`src/rtl/pp_xfer_pkg.sv`:
```
package pp_xfer_pkg;
  localparam int unsigned MAX_SEG_BEATS = 65536;

  function automatic int unsigned seg_base(input int unsigned idx,
                                           input int unsigned seg_elems,
                                           input int unsigned buf_elems);
    return (idx * seg_elems) % buf_elems;
  endfunction
endpackage

```
`src/rtl/pp_xfer_chan.sv`:
```
module pp_xfer_chan #(
  parameter int unsigned ADDR_W    = 17,
  parameter int unsigned CNT_W     = 12,
  parameter int unsigned SEG_BEATS = 2500,
  parameter int unsigned LANES     = 4,
  parameter int unsigned BUF_ELEMS = 100000,
  parameter int unsigned INIT_DEST = 0,
  parameter bit          INIT_EN   = 1'b0
) (
  input  logic              clk,
  input  logic              rst_n,
  input  logic              start_i,
  input  logic              step_i,
  input  logic              take_i,
  input  logic [ADDR_W-1:0] partner_dest_i,
  output logic              en_o,
  output logic [ADDR_W-1:0] dest_o,
  output logic              last_o
);
  localparam int unsigned SEG_ELEMS = SEG_BEATS * LANES;
  localparam logic [ADDR_W:0]   SEG_X  = (ADDR_W+1)'(SEG_ELEMS);
  localparam logic [ADDR_W:0]   BUF_X  = (ADDR_W+1)'(BUF_ELEMS);
  localparam logic [ADDR_W-1:0] STEP_A = ADDR_W'(LANES);
  localparam logic [CNT_W-1:0]  FULL_C = CNT_W'(SEG_BEATS);
  localparam logic [CNT_W-1:0]  ONE_C  = CNT_W'(1);

  logic              en_q, en_d;
  logic [ADDR_W-1:0] dest_q, dest_d;
  logic [CNT_W-1:0]  cnt_q, cnt_d;
  logic [ADDR_W:0]   reload_sum;
  logic [ADDR_W-1:0] reload_dest;
  logic              upd;

  assign last_o = (cnt_q == ONE_C);
  assign en_o   = en_q;
  assign dest_o = dest_q;

  always_comb begin
    reload_sum = {1'b0, partner_dest_i} + SEG_X;
    if (reload_sum >= BUF_X) reload_dest = ADDR_W'(reload_sum - BUF_X);
    else                     reload_dest = reload_sum[ADDR_W-1:0];
  end

  assign upd = start_i | step_i | take_i;

  always_comb begin
    en_d   = en_q;
    dest_d = dest_q;
    cnt_d  = cnt_q;
    if (start_i) begin
      en_d   = INIT_EN;
      dest_d = ADDR_W'(INIT_DEST);
      cnt_d  = FULL_C;
    end else begin
      if (step_i) begin
        if (last_o) begin
          en_d   = 1'b0;
          dest_d = reload_dest;
          cnt_d  = FULL_C;
        end else begin
          dest_d = dest_q + STEP_A;
          cnt_d  = cnt_q - ONE_C;
        end
      end
      if (take_i) en_d = 1'b1;
    end
  end

  always_ff @(posedge clk or negedge rst_n) begin
    if (!rst_n) begin
      en_q   <= 1'b0;
      dest_q <= '0;
      cnt_q  <= '0;
    end else if (upd) begin
      en_q   <= en_d;
      dest_q <= dest_d;
      cnt_q  <= cnt_d;
    end
  end

  AST_CNT_LIVE: assert property (@(posedge clk) disable iff (!rst_n)
    en_q |-> (cnt_q != '0 && cnt_q <= FULL_C));
  AST_STEP_NEEDS_EN: assert property (@(posedge clk) disable iff (!rst_n)
    step_i |-> en_q);
  AST_RELOAD_FULL: assert property (@(posedge clk) disable iff (!rst_n)
    (step_i && last_o && !start_i) |=> (cnt_q == FULL_C && !en_q));
  AST_DEST_RANGE: assert property (@(posedge clk) disable iff (!rst_n)
    en_q |-> ({1'b0, dest_q} < BUF_X));
endmodule

```
`src/rtl/pp_xfer_wport.sv`:
```
module pp_xfer_wport #(
  parameter int unsigned ADDR_W = 17,
  parameter int unsigned WORD_W = 48
) (
  input  logic              clk,
  input  logic              rst_n,
  input  logic              fire_i,
  input  logic [ADDR_W-1:0] addr_i,
  input  logic [WORD_W-1:0] data_i,
  output logic              wr_en_o,
  output logic [ADDR_W-1:0] wr_addr_o,
  output logic [WORD_W-1:0] wr_data_o
);
  logic              en_q;
  logic [ADDR_W-1:0] addr_q;
  logic [WORD_W-1:0] data_q;

  always_ff @(posedge clk or negedge rst_n) begin
    if (!rst_n) begin
      en_q   <= 1'b0;
      addr_q <= '0;
      data_q <= '0;
    end else begin
      en_q <= fire_i;
      if (fire_i) begin
        addr_q <= addr_i;
        data_q <= data_i;
      end
    end
  end

  assign wr_en_o   = en_q;
  assign wr_addr_o = addr_q;
  assign wr_data_o = data_q;

  AST_WDATA_HELD: assert property (@(posedge clk) disable iff (!rst_n)
    !fire_i |=> $stable(wr_data_o));
endmodule

```
`src/rtl/pp_xfer_pingpong.sv`:
```
module pp_xfer_pingpong #(
  parameter int unsigned DATA_W    = 12,
  parameter int unsigned LANES     = 4,
  parameter int unsigned SEG_BEATS = 2500,
  parameter int unsigned BUF_SEGS  = 10,
  localparam int unsigned SEG_ELEMS = SEG_BEATS * LANES,
  localparam int unsigned BUF_ELEMS = SEG_ELEMS * BUF_SEGS,
  localparam int unsigned ADDR_W    = (BUF_ELEMS > 1) ? $clog2(BUF_ELEMS) : 1,
  localparam int unsigned WORD_W    = DATA_W * LANES
) (
  input  logic              clk,
  input  logic              rst_n,
  input  logic              start,
  input  logic              sample_vld,
  input  logic [WORD_W-1:0] sample_data,
  output logic              wr_en,
  output logic [ADDR_W-1:0] wr_addr,
  output logic [WORD_W-1:0] wr_data,
  output logic              active_ch,
  output logic              overrun
);
  import pp_xfer_pkg::*;

  localparam int unsigned CNT_W = $clog2(SEG_BEATS + 1);
  localparam int unsigned NCH   = 2;

  if (SEG_BEATS > MAX_SEG_BEATS || SEG_BEATS < 1 || BUF_SEGS < 2) begin : g_bad_cfg
    $error("pp_xfer_pingpong: segment length or segment count out of range");
  end

  logic [NCH-1:0]    ch_en, ch_last, ch_step, ch_take;
  logic [ADDR_W-1:0] ch_dest [NCH];
  logic              any_en, fire, ovr_q, ovr_d;
  logic [ADDR_W-1:0] cur_dest;

  assign any_en = |ch_en;
  assign fire   = sample_vld & ~start & any_en;

  for (genvar i = 0; i < NCH; i++) begin : g_ch
    localparam int unsigned PARTNER = NCH - 1 - i;
    assign ch_step[i] = sample_vld & ~start & ch_en[i];
    assign ch_take[i] = ch_step[PARTNER] & ch_last[PARTNER];

    pp_xfer_chan #(
      .ADDR_W    (ADDR_W),
      .CNT_W     (CNT_W),
      .SEG_BEATS (SEG_BEATS),
      .LANES     (LANES),
      .BUF_ELEMS (BUF_ELEMS),
      .INIT_DEST (seg_base(i, SEG_ELEMS, BUF_ELEMS)),
      .INIT_EN   (i == 0)
    ) u_chan (
      .clk            (clk),
      .rst_n          (rst_n),
      .start_i        (start),
      .step_i         (ch_step[i]),
      .take_i         (ch_take[i]),
      .partner_dest_i (ch_dest[PARTNER]),
      .en_o           (ch_en[i]),
      .dest_o         (ch_dest[i]),
      .last_o         (ch_last[i])
    );
  end

  assign cur_dest  = ch_en[1] ? ch_dest[1] : ch_dest[0];
  assign active_ch = ch_en[1];

  pp_xfer_wport #(
    .ADDR_W (ADDR_W),
    .WORD_W (WORD_W)
  ) u_wport (
    .clk       (clk),
    .rst_n     (rst_n),
    .fire_i    (fire),
    .addr_i    (cur_dest),
    .data_i    (sample_data),
    .wr_en_o   (wr_en),
    .wr_addr_o (wr_addr),
    .wr_data_o (wr_data)
  );

  always_comb begin
    ovr_d = ovr_q;
    if (start)                     ovr_d = 1'b0;
    else if (sample_vld && !any_en) ovr_d = 1'b1;
  end

  always_ff @(posedge clk or negedge rst_n) begin
    if (!rst_n) ovr_q <= 1'b0;
    else        ovr_q <= ovr_d;
  end

  assign overrun = ovr_q;

  AST_ONE_ACTIVE: assert property (@(posedge clk) disable iff (!rst_n)
    $onehot0(ch_en));
  AST_HANDOVER_0: assert property (@(posedge clk) disable iff (!rst_n)
    (ch_step[0] && ch_last[0] && !start) |=> (ch_en[1] && !ch_en[0]));
  AST_HANDOVER_1: assert property (@(posedge clk) disable iff (!rst_n)
    (ch_step[1] && ch_last[1] && !start) |=> (ch_en[0] && !ch_en[1]));
  AST_WRITE_FOLLOWS: assert property (@(posedge clk) disable iff (!rst_n)
    (sample_vld && !start && any_en) |=> wr_en);
  AST_NO_SPURIOUS_WR: assert property (@(posedge clk) disable iff (!rst_n)
    !sample_vld |=> !wr_en);
  AST_IDLE_OVERRUN: assert property (@(posedge clk) disable iff (!rst_n)
    (sample_vld && !start && !any_en) |=> (!wr_en && overrun));
  AST_OVR_STICKY: assert property (@(posedge clk) disable iff (!rst_n)
    (overrun && !start) |=> overrun);
  AST_START_PRIO: assert property (@(posedge clk) disable iff (!rst_n)
    start |=> (!wr_en && !overrun && !active_ch && ch_en[0]));
  AST_ADDR_RANGE: assert property (@(posedge clk) disable iff (!rst_n)
    wr_en |-> (int'(wr_addr) < BUF_ELEMS));
endmodule

```
`config.mk`:
```
export PLATFORM = sky130hd
export DESIGN_NAME = pp_xfer_pingpong
export DESIGN_NICKNAME = d
export VERILOG_FILES = /design/src/rtl/pp_xfer_pkg.sv /design/src/rtl/pp_xfer_chan.sv /design/src/rtl/pp_xfer_wport.sv /design/src/rtl/pp_xfer_pingpong.sv
export SDC_FILE = /design/constraint.sdc
export NUM_CORES = 1
export LEC_CHECK = 0
export CORE_UTILIZATION = 59
export CTS_BUF_LIST = sky130_fd_sc_hd__clkbuf_8 sky130_fd_sc_hd__clkbuf_16
export CTS_CLUSTER_SIZE = 24
export DETAILED_ROUTE_END_ITERATION = 6
export PLACE_DENSITY = 0.87
export SLEW_MARGIN = 25
export SYNTH_ARGS = -nofsm -noshare
export SYNTH_HDL_FRONTEND = slang
export SYNTH_SLANG_ARGS = --single-unit
export TNS_END_PERCENT = 1
```
`constraint.sdc`:
```
create_clock -name clk -period 4.5 [get_ports clk]
set_input_delay 0.9 -clock clk [delete_from_list [all_inputs] [get_ports clk]]
set_output_delay 0.9 -clock clk [all_outputs]
set_load 0.02 [all_outputs]
```
==> results of run 1 <==
-- layer usage --
metal / vias up / track usage, % / wire, um
met4: 0 / 12.0 / 465
li1: 2978 / - / -
met2: 313 / 58.7 / 10800
met3: 47 / 8.29 / 1560
met1: 3280 / 43.1 / 8150
met5: - / 0 / 0
-- placed cells by master (no fill, tap or decap), types with 7 or more instances in the layout --
cell / instances
o21ai_1: 27
inv_1: 17
nand2b_1: 8
nor2_1: 63
dfrtp_1: 127
xnor2_1: 36
nand4_1: 7
and2_1: 10
nor3_1: 22
a21oi_1: 67
clkbuf_16: 17
nand3_1: 18
mux2i_1: 22
and3_1: 9
ha_1: 14
xor2_1: 14
o21ai_0: 29
nor4_1: 14
clkdlybuf4s50_1: 118
mux2_2: 48
nand2_1: 75
-- sequential cells by signal, summed over array words and instances, names as in the netlist --
| register | count |
|---|---|
| u_wport.wr_en_o | 1 |
| g_ch.u_chan.dest_o | 34 |
| u_wport.wr_data_o | 48 |
| g_ch.u_chan.en_o | 2 |
| overrun | 1 |
| u_wport.wr_addr_o | 17 |
| g_ch.u_chan.cnt_q | 24 |
-- cell type report --
| cell class | count | area, um^2 | share of cell area, % |
|---|---|---|---|
| multi-input combinational | 586 | 3920 | 42.5 |
| tap | 168 | 210 | 2.28 |
| inverter | 16 | 60.1 | 0.651 |
| sequential | 127 | 3180 | 34.4 |
| clock buffer | 19 | 453 | 4.91 |
| clock inverter | 13 | 161 | 1.75 |
| timing repair buffer | 125 | 1250 | 13.5 |
-- stage by stage --
step,std cells,util (%)
2_1_floorplan,780,-
3_3_place_gp,1022,71.1
3_5_place_dp,1022,71.1
4_1_cts,1054,76.2
5_1_grt,1054,76.2
6_report,1054,76.2
-- critical path, cell delays in order, from the launching register on --
cell       delay [ps]
dfrtp_1           590
ha_1              470
xnor2_1           200
ha_1              260
nand4b_1          160
a21oi_1            80
a221oi_1          490
nor2_1            150
a21oi_1           190
nand2_1            90
xor2_1            170
a2111oi_0         480
-- final timing paths --
| path | cells after the start | slack (ps) | to |
|---|---|---|---|
| max | 11 | 1040 | g_ch[0].u_chan.dest_o[11] |
| min | 1 | 500 | u_wport.wr_data_o[44] |
| max reg2reg | 11 | 1040 | g_ch[0].u_chan.dest_o[11] |
| min reg2reg | 1 | 500 | u_wport.wr_data_o[44] |
| max in group asynchronous | 2 | 2990 | u_wport.wr_data_o[18] |
| min in group asynchronous | 1 | 540 | u_wport.wr_data_o[1] |
-- report_power, final --
group | internal, uW | switching (uW) | total, uW
registers | 1240 | 70.9 | 1310
logic | 278 | 284 | 562
clock network | 900 | 521 | 1420
total | 2420 | 875 | 3300
-- cells by family after synthesis --
kind of cell | after synthesis | synth area share [%]
simple gates | 276 | 19.8
compound gates | 174 | 14.4
flops | 127 | 43.1
mux | 72 | 10.6
buf+inv | 67 | 3.80
xor+xnor | 50 | 5.94
fa+ha+maj | 14 | 2.38
==> results.json, run 1 <==
{
  "gp_congestion": 0.948,
  "yosys.area.top_type": "dfrtp_1",
  "critPathKind": "reg -> reg",
  "p_leak_uw": 0.00353,
  "drive_gt1_share_pct": 12.0,
  "overflow": 0,
  "synth_top_area_share_pct": 43.1,
  "synth_nets": 846,
  "cts_tree": "built",
  "clock_latency_ps": 430,
  "drtPass1Iterations": 5,
  "grt_pass1_vias": 6600,
  "yosysMostFrequentCell": "dfrtp_1",
  "antenna_left": 0,
  "crit_required_ps": 4780,
  "remaining_drc_errors": 0,
  "fill_cells": 848,
  "num_rows": 40,
  "min_period_ps": 3460,
  "ys_seq_elements": 127,
  "yosys_warnings": 0,
  "pre_cts_ws_ps": 905,
  "cp-end-kind": "flop",
  "slew-limit-headroom_pct": 49.6,
  "grtUsageTotal_pct": 34.5,
  "worst_slew_pin_slew_ps": 755,
  "die_y_um": 114,
  "ios": 120,
  "fin_skew_ps": 8.95,
  "r2r_start": "g_ch[1].u_chan.dest_o[4]",
  "wirelength_um": 20900,
  "crit_arrival_ps": 3740,
  "cts_buffers": 17,
  "hpwl_um": 15100,
  "report.final.hold_viol_count": 0,
  "cts_buffer_depth": 2,
  "fmax_ghz": 0.289,
  "dieArea_um2": 12900,
  "async_reset_ff_share_pct": 100,
  "syn_area_um2": 7370,
  "grt_max_degree": 84,
  "hold_ws_ps": 504,
  "place_area_um2": 8620,
  "cts_resized": 0,
  "fin_area_um2": 9230,
  "worstPathMaxFanout": 13,
  "fin_crit_sh_pct": 76.9,
  "nNetsFinal": 939,
  "netlist-cell-type-count": 73,
  "wire_per_inst_um": 19.9,
  "yosysSeqAreaShare_pct": 43.1,
  "die_x_um": 114,
  "vias": 6618,
  "layout_setup_ws_ps": 1040,
  "synth-main-ff-cell": "dfrtp_1",
  "critPathLaunch": "g_ch[1].u_chan.dest_o[4]",
  "area_growth_pct": 25.2,
  "synth_top_cells_by_count": "dfrtp_1 (127), nand2_1 (75), a21oi_1 (67)",
  "synth_edf_count": 0,
  "setup_viol": 0,
  "cts_root_buf": "clkbuf_16",
  "htreeDepth": 4,
  "hold_start": "u_wport.wr_data_o[44]",
  "power_uw": 3300,
  "drtIter0Drc": 693,
  "cts-hold-fix-buffers": 0,
  "netlist_instances": 780,
  "cts_sinks": 127,
  "fp.coreArea_um2": 12100,
  "p_per_area_nw_per_um2": 357,
  "ir_worst_vdd_mv": 0.335,
  "num_antenna_cells": 0,
  "hp-class": "reg -> reg",
  "status": "completed",
  "postCtsSetupBuffers": 0,
  "tns_ps": 0,
  "maxSlewViolCount": 0,
  "start_util_pct": 60.9,
  "viasPerCell": 6.28,
  "synth_area_leaders": "dfrtp_1 (43%), mux2_2 (7.3%), a21oi_1 (4.5%)",
  "syn_avg_cell_area_um2": 9.45,
  "start_kind": "flop",
  "antenna_found_initial": 0,
  "cap_violations": 0,
  "cts.reportedPaths.clkPinSlew_ps": 50,
  "numPortBuffers": 119,
  "grt_first_pass_wirelength_um": 34000,
  "rsz0062_at_grt": "no"
}
No activity file was read; power rests on OpenSTA's default activity.
==> run 2, diff against run 1 <==
--- a/config.mk
+++ b/config.mk
@@ -5,11 +5,11 @@
 export SDC_FILE = /design/constraint.sdc
 export NUM_CORES = 1
 export LEC_CHECK = 0
-export CORE_UTILIZATION = 59
+export CORE_UTILIZATION = 49
 export CTS_BUF_LIST = sky130_fd_sc_hd__clkbuf_8 sky130_fd_sc_hd__clkbuf_16
 export CTS_CLUSTER_SIZE = 24
 export DETAILED_ROUTE_END_ITERATION = 6
-export PLACE_DENSITY = 0.87
+export PLACE_DENSITY = 0.77
 export SLEW_MARGIN = 25
 export SYNTH_ARGS = -nofsm -noshare
 export SYNTH_HDL_FRONTEND = slang
==> constraint.sdc (replaced) <==
create_clock -name clk -period 3 [get_ports clk]
set_input_delay 0.6 -clock clk [delete_from_list [all_inputs] [get_ports clk]]
set_output_delay 0.6 -clock clk [all_outputs]
set_load 0.02 [all_outputs]
==> run 2 against run 1 <==
Effect of this change: cell area increased by 3.9%; critical path depth down 2; first-iteration DRC count grew 4.0%; count of clock-buffer cells in the layout is the same; sequential power is 50% higher; worst setup slack got worse by 880 ps; register-to-register slack worse by 880 ps; die area rose by 20%; non-clock buffer count increased by 40; maximum frequency rose by 22%; critical path type unchanged; highest routed layer is now met5.
==> results.json, run 2 (synthesized netlist as in run 1, its figures left out) <==
{
  "status": "completed",
  "num_antenna_cells": 0,
  "critPathLaunch": "g_ch[0].u_chan.dest_o[4]",
  "layout_common_cells": "dfrtp_1 (126), clkdlybuf4s50_1 (118), nand2_1 (75)",
  "die_y_um": 125,
  "ir_worst_vdd_mv": 0.416,
  "maxSlewViolCount": 0,
  "cap_violations": 0,
  "crit_arrival_ps": 3200,
  "instances_no_fill": 1108,
  "gr-usage-met1_pct": 36.2,
  "dp.cells": 1078,
  "p_per_area_nw_per_um2": 511,
  "overflow": 0,
  "start_kind": "flop",
  "rsz0062_at_grt": "no",
  "gp_congestion": 0.977,
  "fmax_ghz": 0.352,
  "clkPwrFrac_pct": 42.7,
  "worstPathMaxFanout": 7,
  "postCtsSetupBuffers": 0,
  "fin_skew_ps": 12.5,
  "antenna_found_initial": 1,
  "hpwl_um": 15000,
  "seqCellArea_um2": 3180,
  "cts_sinks": 127,
  "crit_required_ps": 3360,
  "setup_viol": 0,
  "dieArea_um2": 15500,
  "wirelength_um": 21000,
  "top_usage_layer": "met2",
  "hold_ws_ps": 171,
  "cts_buffers": 17,
  "grt_first_pass_wirelength_um": 34000,
  "r2r_start": "g_ch[0].u_chan.dest_o[4]",
  "start_util_pct": 50.5,
  "viasPerCell": 6.07,
  "power_frac_seq_pct": 40.0,
  "p_leak_uw": 0.00374,
  "cp-end-kind": "flop",
  "layout_commonest_cell": "dfrtp_1",
  "cts_tree": "built",
  "nNetsFinal": 979,
  "ios": 120,
  "grt_use_met3_pct": 4.90,
  "min_period_ps": 2840,
  "fp.coreArea_um2": 14600,
  "slew-limit-headroom_pct": 51.7,
  "report.final.hold_viol_count": 0,
  "drtIter0Drc": 721,
  "grt_max_degree": 84,
  "multi_input_area_um2": 3970,
  "fin_crit_sh_pct": 94.6,
  "fill_cells": 1107,
  "layout_setup_ws_ps": 161,
  "pre_cts_ws_ps": 52.6,
  "tns_ps": 0,
  "grt_pass1_vias": 6417,
  "power_uw": 4900,
  "cts_root_buf": "clkbuf_16",
  "numPortBuffers": 119,
  "drtPass1Iterations": 5,
  "hp-class": "in -> async",
  "combPwrFrac_pct": 17.3,
  "clock_latency_ps": 430,
  "p_int_uw": 3630,
  "die_x_um": 125,
  "vias": 6723,
  "area_growth_pct": 30.1,
  "cts.reportedPaths.clkPinSlew_ps": 60,
  "p_switching_uw": 1270,
  "grt.met2_usage_pct": 45.6,
  "remaining_drc_errors": 0,
  "grtUsageTotal_pct": 27.7,
  "htreeDepth": 4,
  "drive_gt1_share_pct": 16.0,
  "largest_reg_flops": 48,
  "worst_slew_pin_slew_ps": 724,
  "switching_share_pct": 26.0,
  "critPathKind": "reg -> reg",
  "antenna_left": 0,
  "num_rows": 44,
  "cts_buffer_depth": 2,
  "wire_per_inst_um": 19.0
}
## run 2: cell types whose count changed in the layout (fill, tap and decap cells not counted), sizes merged
| cell | delta |
|---|---|
| buf | +40 |
| clkinvlp | -2 |
## run 2: metrics by stage
stage / utilization, % / area, um^2
2_1_floorplan: - / 7370
3_3_place_gp: 61.4 / 8950
3_5_place_dp: 61.4 / 8950
4_1_cts: 65.4 / 9550
5_1_grt: 65.8 / 9600
6_report: 65.8 / 9600
## run 2: repair_timing
item / CTS / global route
hold buffers: 0 / 0
setup endpoints to repair: 0 / 11
resized for setup: 0 / 9
## run 2: power by group through the flow
stage	Combinational, uW	Sequential [uW]	Clock (uW)
after floorplan	239	2140	0
after global placement	840	1980	0
after detailed placement	849	1990	0
after CTS	854	1960	2100
after global routing	897	1980	2180
final	846	1960	2090
## run 2: worst paths after layout
check                                       endpoint  slack (ps)  depth (start not counted)
hold reg to reg                 u_wport.wr_data_o[0]         500                          1
setup / recovery            g_ch[1].u_chan.dest_o[6]         160                          9
min in group clk                u_wport.wr_data_o[0]         500                          1
max in group asynchronous      u_wport.wr_data_o[43]        2090                          2
setup reg to reg            g_ch[1].u_chan.dest_o[6]         160                          9
hold / removal             g_ch[1].u_chan.dest_o[15]         170                          1
## run 2: final cells by class
cell class	instances	share of cell area (%)
clock buffers	19	4.72
clock inverters	11	1.47
inverters	16	0.626
multi-input cells	586	41.4
flip-flops and latches	127	33.1
well taps	184	2.40
repair buffers	165	16.3
## run 2: critical path, cell delays in order, from the launching register on
cell and delay, ps:
dfrtp_1 470, ha_1 450, nand2b_1 130, mux2i_1 70, a211o_1 330, or3b_1 450, o21ai_4 250, buf_4 180
mux2_1 320, o21ai_1 120
## run 2: routing by layer
metal,vias up,routed length [um]
met3,55,1470
met5,-,9
li1,3070,-
met1,3308,8510
met2,288,10500
met4,2,522
==> run 3, diff against run 2 <==
--- a/config.mk
+++ b/config.mk
@@ -5,12 +5,13 @@
 export SDC_FILE = /design/constraint.sdc
 export NUM_CORES = 1
 export LEC_CHECK = 0
+export CORE_MARGIN = 4
 export CORE_UTILIZATION = 49
 export CTS_BUF_LIST = sky130_fd_sc_hd__clkbuf_8 sky130_fd_sc_hd__clkbuf_16
 export CTS_CLUSTER_SIZE = 24
 export DETAILED_ROUTE_END_ITERATION = 6
 export PLACE_DENSITY = 0.77
-export SLEW_MARGIN = 25
+export SLEW_MARGIN = 20
 export SYNTH_ARGS = -nofsm -noshare
 export SYNTH_HDL_FRONTEND = slang
 export SYNTH_SLANG_ARGS = --single-unit
==> run 3 against run 2 <==
Effect of this change: routed wire length grew 2.4%; global-route usage is 1.8 points lower; worst setup slack gained 28 ps; critical path type unchanged; non-clock buffer count is 1 lower; register-to-register slack improved by 30 ps; core utilization decreased by 0.51 points; combinational power is essentially flat; largest power group unchanged; via count decreased by 2.6%; cell area fell by 0.40%.
==> results.json, run 3 (synthesized netlist as in run 1, its figures left out) <==
{
  "crit_arrival_ps": 3120,
  "num_rows": 44,
  "start_util_pct": 50.4,
  "power_uw": 4940,
  "p_leak_uw": 0.00372,
  "tns_ps": 0,
  "fin_skew_ps": 11.4,
  "antenna_found_initial": 0,
  "cts.reportedPaths.clkPinSlew_ps": 60,
  "remaining_drc_errors": 0,
  "start_kind": "flop",
  "drive_gt1_share_pct": 16.1,
  "setup_viol": 0,
  "cts_buffer_depth": 2,
  "cts_buffers": 17,
  "dieArea_um2": 17100,
  "numPortBuffers": 119,
  "cts-hold-fix-buffers": 0,
  "p_per_area_nw_per_um2": 516,
  "num_antenna_cells": 0,
  "grt_pass1_vias": 6431,
  "clock_latency_ps": 430,
  "nNetsFinal": 978,
  "critPathLaunch": "g_ch[0].u_chan.dest_o[4]",
  "fp.coreArea_um2": 14600,
  "gp_congestion": 0.942,
  "die_x_um": 131,
  "die_y_um": 131,
  "cp-end-kind": "flop",
  "crit_end": "g_ch[1].u_chan.dest_o[13]",
  "report.final.hold_viol_count": 0,
  "rrSetupSlack_ps": 190,
  "viasPerCell": 5.90,
  "crit_path_max_incr_delay_ps": 460,
  "grt_max_degree": 84,
  "min_period_ps": 2810,
  "slew-limit-headroom_pct": 57.8,
  "fin_crit_sh_pct": 93.7,
  "hpwl_um": 15700,
  "worstPathMaxFanout": 10,
  "critPathTopFamily": "compound AO/OA/AOI/OAI gates",
  "layout_commonest_cell": "dfrtp_1",
  "cts_root_buf": "clkbuf_16",
  "drtPass1Iterations": 5,
  "largest_reg_flops": 48,
  "htreeDepth": 4,
  "antenna_left": 0,
  "cts_tree": "built",
  "ios": 120,
  "crit_top_cell": "xnor2_1",
  "drtIter0Drc": 591,
  "critPathKind": "reg -> reg",
  "seqCellArea_um2": 3180,
  "fill_cells": 1185,
  "hp-class": "in -> async",
  "wirelength_um": 21500,
  "cts_sinks": 127,
  "status": "completed",
  "fmax_ghz": 0.356,
  "crit_chain": "ha_2, nand3_2, a211oi_1, xnor2_1, o21ai_1, o21ai_2, buf_4, nor4_1, xnor2_1, a21oi_1",
  "maxSlewViolCount": 0,
  "r2r_end": "g_ch[1].u_chan.dest_o[13]",
  "grtUsageTotal_pct": 25.9,
  "vias": 6547,
  "multi_input_area_um2": 3930,
  "r2r_start": "g_ch[0].u_chan.dest_o[4]",
  "reg2regPathDepth": 10,
  "area_growth_pct": 29.6,
  "wire_per_inst_um": 19.4,
  "pre_cts_ws_ps": 187,
  "cp_slowest_cell": "dfrtp_1",
  "layout_common_cells": "dfrtp_1 (127), clkdlybuf4s50_1 (118), nand2_1 (75)",
  "cp_num_cells": 10,
  "grt_first_pass_wirelength_um": 34200,
  "rsz0062_at_grt": "no",
  "cp_num_buf_inv": 1,
  "cap_violations": 0,
  "layout_setup_ws_ps": 189,
  "instances_no_fill": 1109,
  "hold_ws_ps": 150,
  "dp.cells": 1077,
  "crit_required_ps": 3310,
  "ir_worst_vdd_mv": 0.541,
  "overflow": 0,
  "worst_slew_pin_slew_ps": 631
}
[run 3: layer usage]
metal  wire, um  track usage (%)
met5          0                0
met4        528             10.0
met3       1230             3.82
met2      10700             42.9
met1       9100             34.4
[run 3: how the worst min path moves through the flow]
| stage | start | slack, ps | endpoint |
|---|---|---|---|
| 3_5_place_dp | overrun | 490 | overrun |
| 4_1_cts | rst_n | 160 | g_ch[0].u_chan.dest_o[13] |
| 3_3_place_gp | u_wport.wr_data_o[5] | 490 | u_wport.wr_data_o[5] |
| 5_1_grt | rst_n | 190 | u_wport.wr_data_o[4] |
| 6_report | rst_n | 150 | u_wport.wr_data_o[4] |
| 2_1_floorplan | rst_n | 300 | g_ch[0].u_chan.cnt_q[0] |
[run 3: area by class of cell]
cell class,count,area share [%]
Tap cell,184,2.41
Multi-Input combinational cell,586,41.2
Timing Repair Buffer,164,16.2
Clock inverter,15,1.86
Inverter,16,0.628
Sequential cell,127,33.3
Clock buffer,17,4.45
[run 3: repair_timing]
action,CTS,global route
buffers inserted,0,0
resized for setup,0,4
endpoints found under the setup margin,0,2
[run 3: through the flow]
stage,area [um^2],utilization [%]
after floorplan,7370,-
after global placement,8940,61.1
after detailed placement,8940,61.1
after CTS,9550,65.2
after global routing,9560,65.3
final,9560,65.3
[run 3: worst register-to-register path, stage by stage, from the launching register on]
cell and delay [ps]:
dfrtp_1 460, ha_2 300, nand3_2 240, a211oi_1 340
xnor2_1 130, o21ai_1 310, o21ai_2 120, buf_4 160
nor4_1 380, xnor2_1 170, a21oi_1 90
[run 3: where the power goes]
group / total (uW) / internal [uW] / switching (uW)
clock: 2120 / 1250 / 875
combinational: 849 / 425 / 425
sequential: 1960 / 1860 / 99.4
